### config.mk
export PLATFORM = sky130hd
export DESIGN_NAME = fpsr_unit
export DESIGN_NICKNAME = d
export VERILOG_FILES = /design/src/rtl/fpsr_pkg.sv /design/src/rtl/fpsr_exc_merge.sv /design/src/rtl/fpsr_cmp_record.sv /design/src/rtl/fpsr_mode_decode.sv /design/src/rtl/fpsr_unit.sv
export SDC_FILE = /design/constraint.sdc
export NUM_CORES = 1
export LEC_CHECK = 0
export BUFFER_PORTS_ARGS = -buffer_cell sky130_fd_sc_hd__clkbuf_2
export CAP_MARGIN = 20
export CORE_UTILIZATION = 45
export DETAILED_ROUTE_END_ITERATION = 7
export GPL_TIMING_DRIVEN = 0
export PLACE_DENSITY = 0.78
export SLEW_MARGIN = 10
export SYNTH_ARGS = -nofsm -noshare
export SYNTH_HDL_FRONTEND = slang
export SYNTH_HIERARCHICAL = 1
export SYNTH_SLANG_ARGS = --single-unit
### constraint.sdc
create_clock -name clk -period 1.7 [get_ports clk]
set_input_delay 0.34 -clock clk [delete_from_list [all_inputs] [get_ports clk]]
set_output_delay 0.34 -clock clk [all_outputs]
set_load 0.01 [all_outputs]
### src/rtl/fpsr_pkg.sv
`timescale 1ns/1ps
// Shared layout constants and types for the status word unit.
package fpsr_pkg;
  localparam int WORD_W     = 32;
  localparam int FLAG_N     = 5;
  localparam int FLAG_LSB   = 27;  // sticky flags occupy 31:27
  localparam int ENA_LSB    = 0;   // trap enables occupy 4:0
  localparam int RND_LSB    = 9;   // rounding field 10:9
  localparam int FLUSH_BIT  = 5;
  localparam int PRIME_BIT  = 26;  // primary condition bit
  localparam int CQ_LEN     = 10;  // queue depth
  localparam int CQ_TOP     = 21;  // top of compare array / queue
  localparam int ARR_N      = CQ_LEN + 1;      // indexed array size
  localparam int ARR_LSB    = CQ_TOP - CQ_LEN; // bit 11
  localparam int IDX_W      = 4;
  localparam int MASK_W     = 5;

  typedef enum logic [1:0] {
    RND_NEAR = 2'd0,
    RND_ZERO = 2'd1,
    RND_POS  = 2'd2,
    RND_NEG  = 2'd3
  } rnd_e;

  typedef enum logic [1:0] {
    REL_GT = 2'd0,
    REL_LT = 2'd1,
    REL_EQ = 2'd2,
    REL_UN = 2'd3
  } rel_e;
endpackage

### src/rtl/fpsr_exc_merge.sv
`timescale 1ns/1ps
// Sticky flag merge and enable match; purely combinational.
module fpsr_exc_merge
  import fpsr_pkg::*;
(
  input  logic [WORD_W-1:0] word_i,
  input  logic [FLAG_N-1:0] flags_i,
  output logic [WORD_W-1:0] word_o,
  output logic              trap_o
);
  logic [FLAG_N-1:0] hit;

  always_comb begin
    word_o = word_i;
    for (int i = 0; i < FLAG_N; i++) begin
      word_o[FLAG_LSB+i] = word_i[FLAG_LSB+i] | flags_i[i];
      hit[i]             = flags_i[i] & word_i[ENA_LSB+i];
    end
    trap_o = |hit;
  end
endmodule

### src/rtl/fpsr_cmp_record.sv
`timescale 1ns/1ps
// Records one compare outcome into the array or the queue.
module fpsr_cmp_record
  import fpsr_pkg::*;
(
  input  logic [WORD_W-1:0] word_i,
  input  rel_e              rel_i,
  input  logic [MASK_W-1:0] mask_i,
  input  logic [IDX_W-1:0]  idx_i,
  output logic [WORD_W-1:0] word_o
);
  logic res;
  logic [WORD_W-1:0] shifted;

  // Relation picks one mask bit; bit 0 (signaling) is not a condition.
  always_comb begin
    unique case (rel_i)
      REL_GT:  res = mask_i[4];
      REL_LT:  res = mask_i[3];
      REL_EQ:  res = mask_i[2];
      default: res = mask_i[1];
    endcase
  end

  // Queue shift built per bit position.
  genvar k;
  generate
    for (k = 0; k < WORD_W; k++) begin : g_shift
      if (k >= ARR_LSB && k < CQ_TOP) begin : g_q
        assign shifted[k] = word_i[k+1];
      end else if (k == CQ_TOP) begin : g_head
        assign shifted[k] = word_i[PRIME_BIT];
      end else if (k == PRIME_BIT) begin : g_prime
        assign shifted[k] = res;
      end else begin : g_keep
        assign shifted[k] = word_i[k];
      end
    end
  endgenerate

  always_comb begin
    word_o = word_i;
    if (idx_i == '0) begin
      word_o = shifted;
    end else if (int'(idx_i) <= ARR_N) begin
      word_o[CQ_TOP + 1 - int'(idx_i)] = res;
    end
  end
endmodule

### src/rtl/fpsr_mode_decode.sv
`timescale 1ns/1ps
// Control field decode feeding the arithmetic pipeline.
module fpsr_mode_decode
  import fpsr_pkg::*;
(
  input  logic [WORD_W-1:0] word_i,
  output rnd_e              rnd_o,
  output logic              flush_o
);
  always_comb begin
    unique case (word_i[RND_LSB +: 2])
      2'd1:    rnd_o = RND_ZERO;
      2'd2:    rnd_o = RND_POS;
      2'd3:    rnd_o = RND_NEG;
      default: rnd_o = RND_NEAR;
    endcase
    flush_o = word_i[FLUSH_BIT];
  end
endmodule

### src/rtl/fpsr_unit.sv
`timescale 1ns/1ps
// Status word register with priority-ordered update sources.
module fpsr_unit
  import fpsr_pkg::*;
(
  input  logic              clk,
  input  logic              rst_n,
  input  logic              sw_wr_en,
  input  logic [31:0]       sw_wr_data,
  input  logic              op_valid,
  output logic              op_ready,
  input  logic [4:0]        op_flags,
  input  logic              cmp_valid,
  output logic              cmp_ready,
  input  logic [1:0]        cmp_rel,
  input  logic [4:0]        cmp_mask,
  input  logic [3:0]        cmp_idx,
  input  logic [4:0]        cmp_flags,
  output logic [31:0]       status,
  output logic [1:0]        rnd_mode,
  output logic              flush_en,
  output logic              assist_trap
);
  logic [WORD_W-1:0] word_q;
  logic              trap_q;
  logic [WORD_W-1:0] op_word, cmp_merged, cmp_word;
  logic              op_trap, cmp_trap;
  logic              op_fire, cmp_fire;
  rnd_e              rnd;

  // Fixed priority: software write, then operation, then compare.
  assign op_ready  = ~sw_wr_en;
  assign cmp_ready = ~sw_wr_en & ~op_valid;
  assign op_fire   = op_valid & op_ready;
  assign cmp_fire  = cmp_valid & cmp_ready;

  fpsr_exc_merge u_op_merge (
    .word_i (word_q),
    .flags_i(op_flags),
    .word_o (op_word),
    .trap_o (op_trap)
  );

  // Compare flags go in first, the condition bit is recorded on top.
  fpsr_exc_merge u_cmp_merge (
    .word_i (word_q),
    .flags_i(cmp_flags),
    .word_o (cmp_merged),
    .trap_o (cmp_trap)
  );

  fpsr_cmp_record u_rec (
    .word_i(cmp_merged),
    .rel_i (rel_e'(cmp_rel)),
    .mask_i(cmp_mask),
    .idx_i (cmp_idx),
    .word_o(cmp_word)
  );

  always_ff @(posedge clk) begin
    if (!rst_n) begin
      word_q <= '0;
      trap_q <= 1'b0;
    end else if (sw_wr_en) begin
      word_q <= sw_wr_data;
      trap_q <= 1'b0;
    end else if (op_fire) begin
      word_q <= op_word;
      trap_q <= op_trap;
    end else if (cmp_fire) begin
      word_q <= cmp_word;
      trap_q <= cmp_trap;
    end else begin
      trap_q <= 1'b0;
    end
  end

  fpsr_mode_decode u_dec (
    .word_i (word_q),
    .rnd_o  (rnd),
    .flush_o(flush_en)
  );

  assign rnd_mode    = rnd;
  assign status      = word_q;
  assign assist_trap = trap_q;
endmodule

==> results.cfg <==
[power]
switchingPower_uw = 737
power_leakage_nw = 1.51
total_power_mw = 2.28
power_frac_comb = 0.337
clock_power_share = 0.255
switching_share = 0.324
vdd_ir_drop_max_mv = 0.386
intPower_mw = 1.54
seq_power_share = 0.407
pwr_density_cell_nw_per_um2 = 685

[synth]
yosys_warnings = 6
syn-num-nets = 368
yosys_register_bits = 33
synth-seq-area-share = 0.246
synth.avg_cell_area_um2 = 8.68
netlist_instances = 310
synthDistinctLibCells = 29
syn_area_um2 = 2690

[placed_design]
gp_congestion = 0.825
placed_cell_area_um2 = 3250
io_buffers = 93
hpwl_um = 5290
post-place-ws_ns = -0.0796
dp.cells = 475

[drt]
detail_route.wl_per_cell_um = 14.7
drc = 0
wirelength_um = 7110
routed_via_density = 5.48
vias = 2643
drt-initial-drc-count = 124
dr.pass1.iters = 4
ant_nets = 0

[floorplan]
dieArea_um2 = 6290
row_count = 27
coreArea_um2 = 5640
die_w_um = 79.3
io-pin-count = 96
initial_core_util = 0.477
dieHeight_um = 79.3

[critical_path]
path_class = in -> reg
critPathCaptureType = flip-flop
cpMostUsedCell = a21oi_1
cp_cell_sequence = clkbuf_2, or4_4, buf_2, nor2_1, a21oi_1, o22ai_1, a21oi_1
slowest_delay_ns = 0.58
cp-start-kind = input pin
arrival_ns = 1.63
crit_slowest_cell = or4_4
r2r_start = status[20]
cp_max_fo = 10
crit_start = cmp_idx[0]
critPathRequiredTime_ns = 1.85

[layout]
final_util = 0.589
n_antenna_cell = 0
fillCellCount = 530
mostFrequentLayoutCells = clkbuf_2, buf_4, a21oi_1
final_nets = 467
area_growth_syn_to_layout_pct = 23.6
layout_commonest_cell = clkbuf_2
fin_area_um2 = 3320
drive_gt1_frac = 0.520
fin_cells = 482

[timing]
rsz0062_at_grt = no
fin_crit_ns = 1.47
tightest_slew_ns = 0.533
maxSlewHeadroom = 0.644
setup_ws_ns = 0.226
clock_skew_ns = 0.00534
setup_violations = 0
finalMaxSlewViolations = 0
fmax_ghz = 0.679
hold_viol = 0
fin_crit_sh = 0.867

[clocking]
holdBufCountCts = 0
cts.path.max_buffers = 2
clock_latency_ns = 0.29
cts_resized = 0
cts-htree-levels = 2
cts_buffers = 5
postCtsSetupBuffers = 0
cts-root-buf = clkbuf_8
clk_pin_slew_ns = 0.07
cts_sinks = 33
cts_tree = yes

[global_routing]
grt_max_degree = 20
grt_pass1_wl_um = 11600
grt_overflow = 0
grt.total_usage = 0.233
grt_pass1_vias = 2470
antenna_found_initial = 0

[run_status]
status = complete, no violations

[run]
cap_viol_max_count = 0

[hold_path]
hold_class = in -> reg
hp-start = sw_wr_data[1]
cell type report:
type | instances | area [um^2] | area share
clock inverters | 2 | 10.0 | 0.00301
clock buffers | 6 | 72.6 | 0.0218
multi-input cells | 169 | 1330 | 0.401
flip-flops and latches | 33 | 661 | 0.199
repair buffers | 93 | 465 | 0.140
well taps | 72 | 90.1 | 0.0271
plain buffers | 104 | 681 | 0.205
inverters | 3 | 11.3 | 0.00339
worst max-delay path, delay by kind of cell:
family	cells	cell delay, ns
and+or+nand+nor	2	0.69
buffers and inverters	2	0.32
AOI/OAI and AO/OA	3	0.27
worst paths after layout:
kind | end | slack [ns] | cells past startpoint
setup / recovery | status[16] | 0.23 | 7
hold / removal | status[1] | 0.36 | 3
setup reg to reg | status[19] | 0.23 | 6
hold reg to reg | status[30] | 0.55 | 2
cell usage after synthesis (all sizes together):
master	number	area, um^2
a21oi	44	220
a222oi	2	20.0
a22oi	2	15.0
and3	1	6.26
and4b	1	10.0
and4bb	4	50.1
buf	76	576
clkbuf	29	109
dfxtp	33	661
inv	3	11.3
mux2	1	11.3
mux2i	10	100
mux4	1	22.5
nand2	3	11.3
nand2b	3	18.8
nand4b	2	17.5
nor2	12	45.0
nor3	5	25.0
o21ai	1	5.00
o221ai	32	468
o22ai	32	200
or2	10	62.6
or3	1	6.26
or4	2	18.8
through the flow:
stage	setup TNS (ns)	hold WS, ns
final	0	0.358
after CTS	0	0.357
after global placement	-0.153	0.529
after detailed placement	-0.310	0.539
after floorplan	0	0.541
after global routing	0	0.363
power by group through the flow:
stage / registers (mW) / clock network (mW) / logic, mW
4_1_cts: 0.926 / 0.592 / 0.767
5_1_grt: 0.938 / 0.623 / 0.837
3_5_place_dp: 0.943 / 0 / 0.765
3_3_place_gp: 0.936 / 0 / 0.748
6_report: 0.927 / 0.581 / 0.767
2_1_floorplan: 0.954 / 0 / 0.507
logic make-up after synthesis:
| group | count (synthesis) | share of synthesized area |
|---|---|---|
| muxes | 12 | 0.0498 |
| AOI/OAI and AO/OA | 113 | 0.345 |
| buffers and inverters | 108 | 0.259 |
| DFF | 33 | 0.246 |
| and+or+nand+nor | 44 | 0.101 |
state kept, by name, summed over array words and instances, names as in the netlist:
| signal | count |
|---|---|
| status | 32 |
| assist_trap | 1 |
per-layer routing:
metal	vias to the layer above	GRT usage	share of wire
met2	111	0.386	0.47
met1	1238	0.306	0.46
li1	1286	-	-
met4	0	0.0745	0.010
met5	-	0	0
met3	8	0.0391	0.055
No activity file was read; power rests on OpenSTA's default activity.
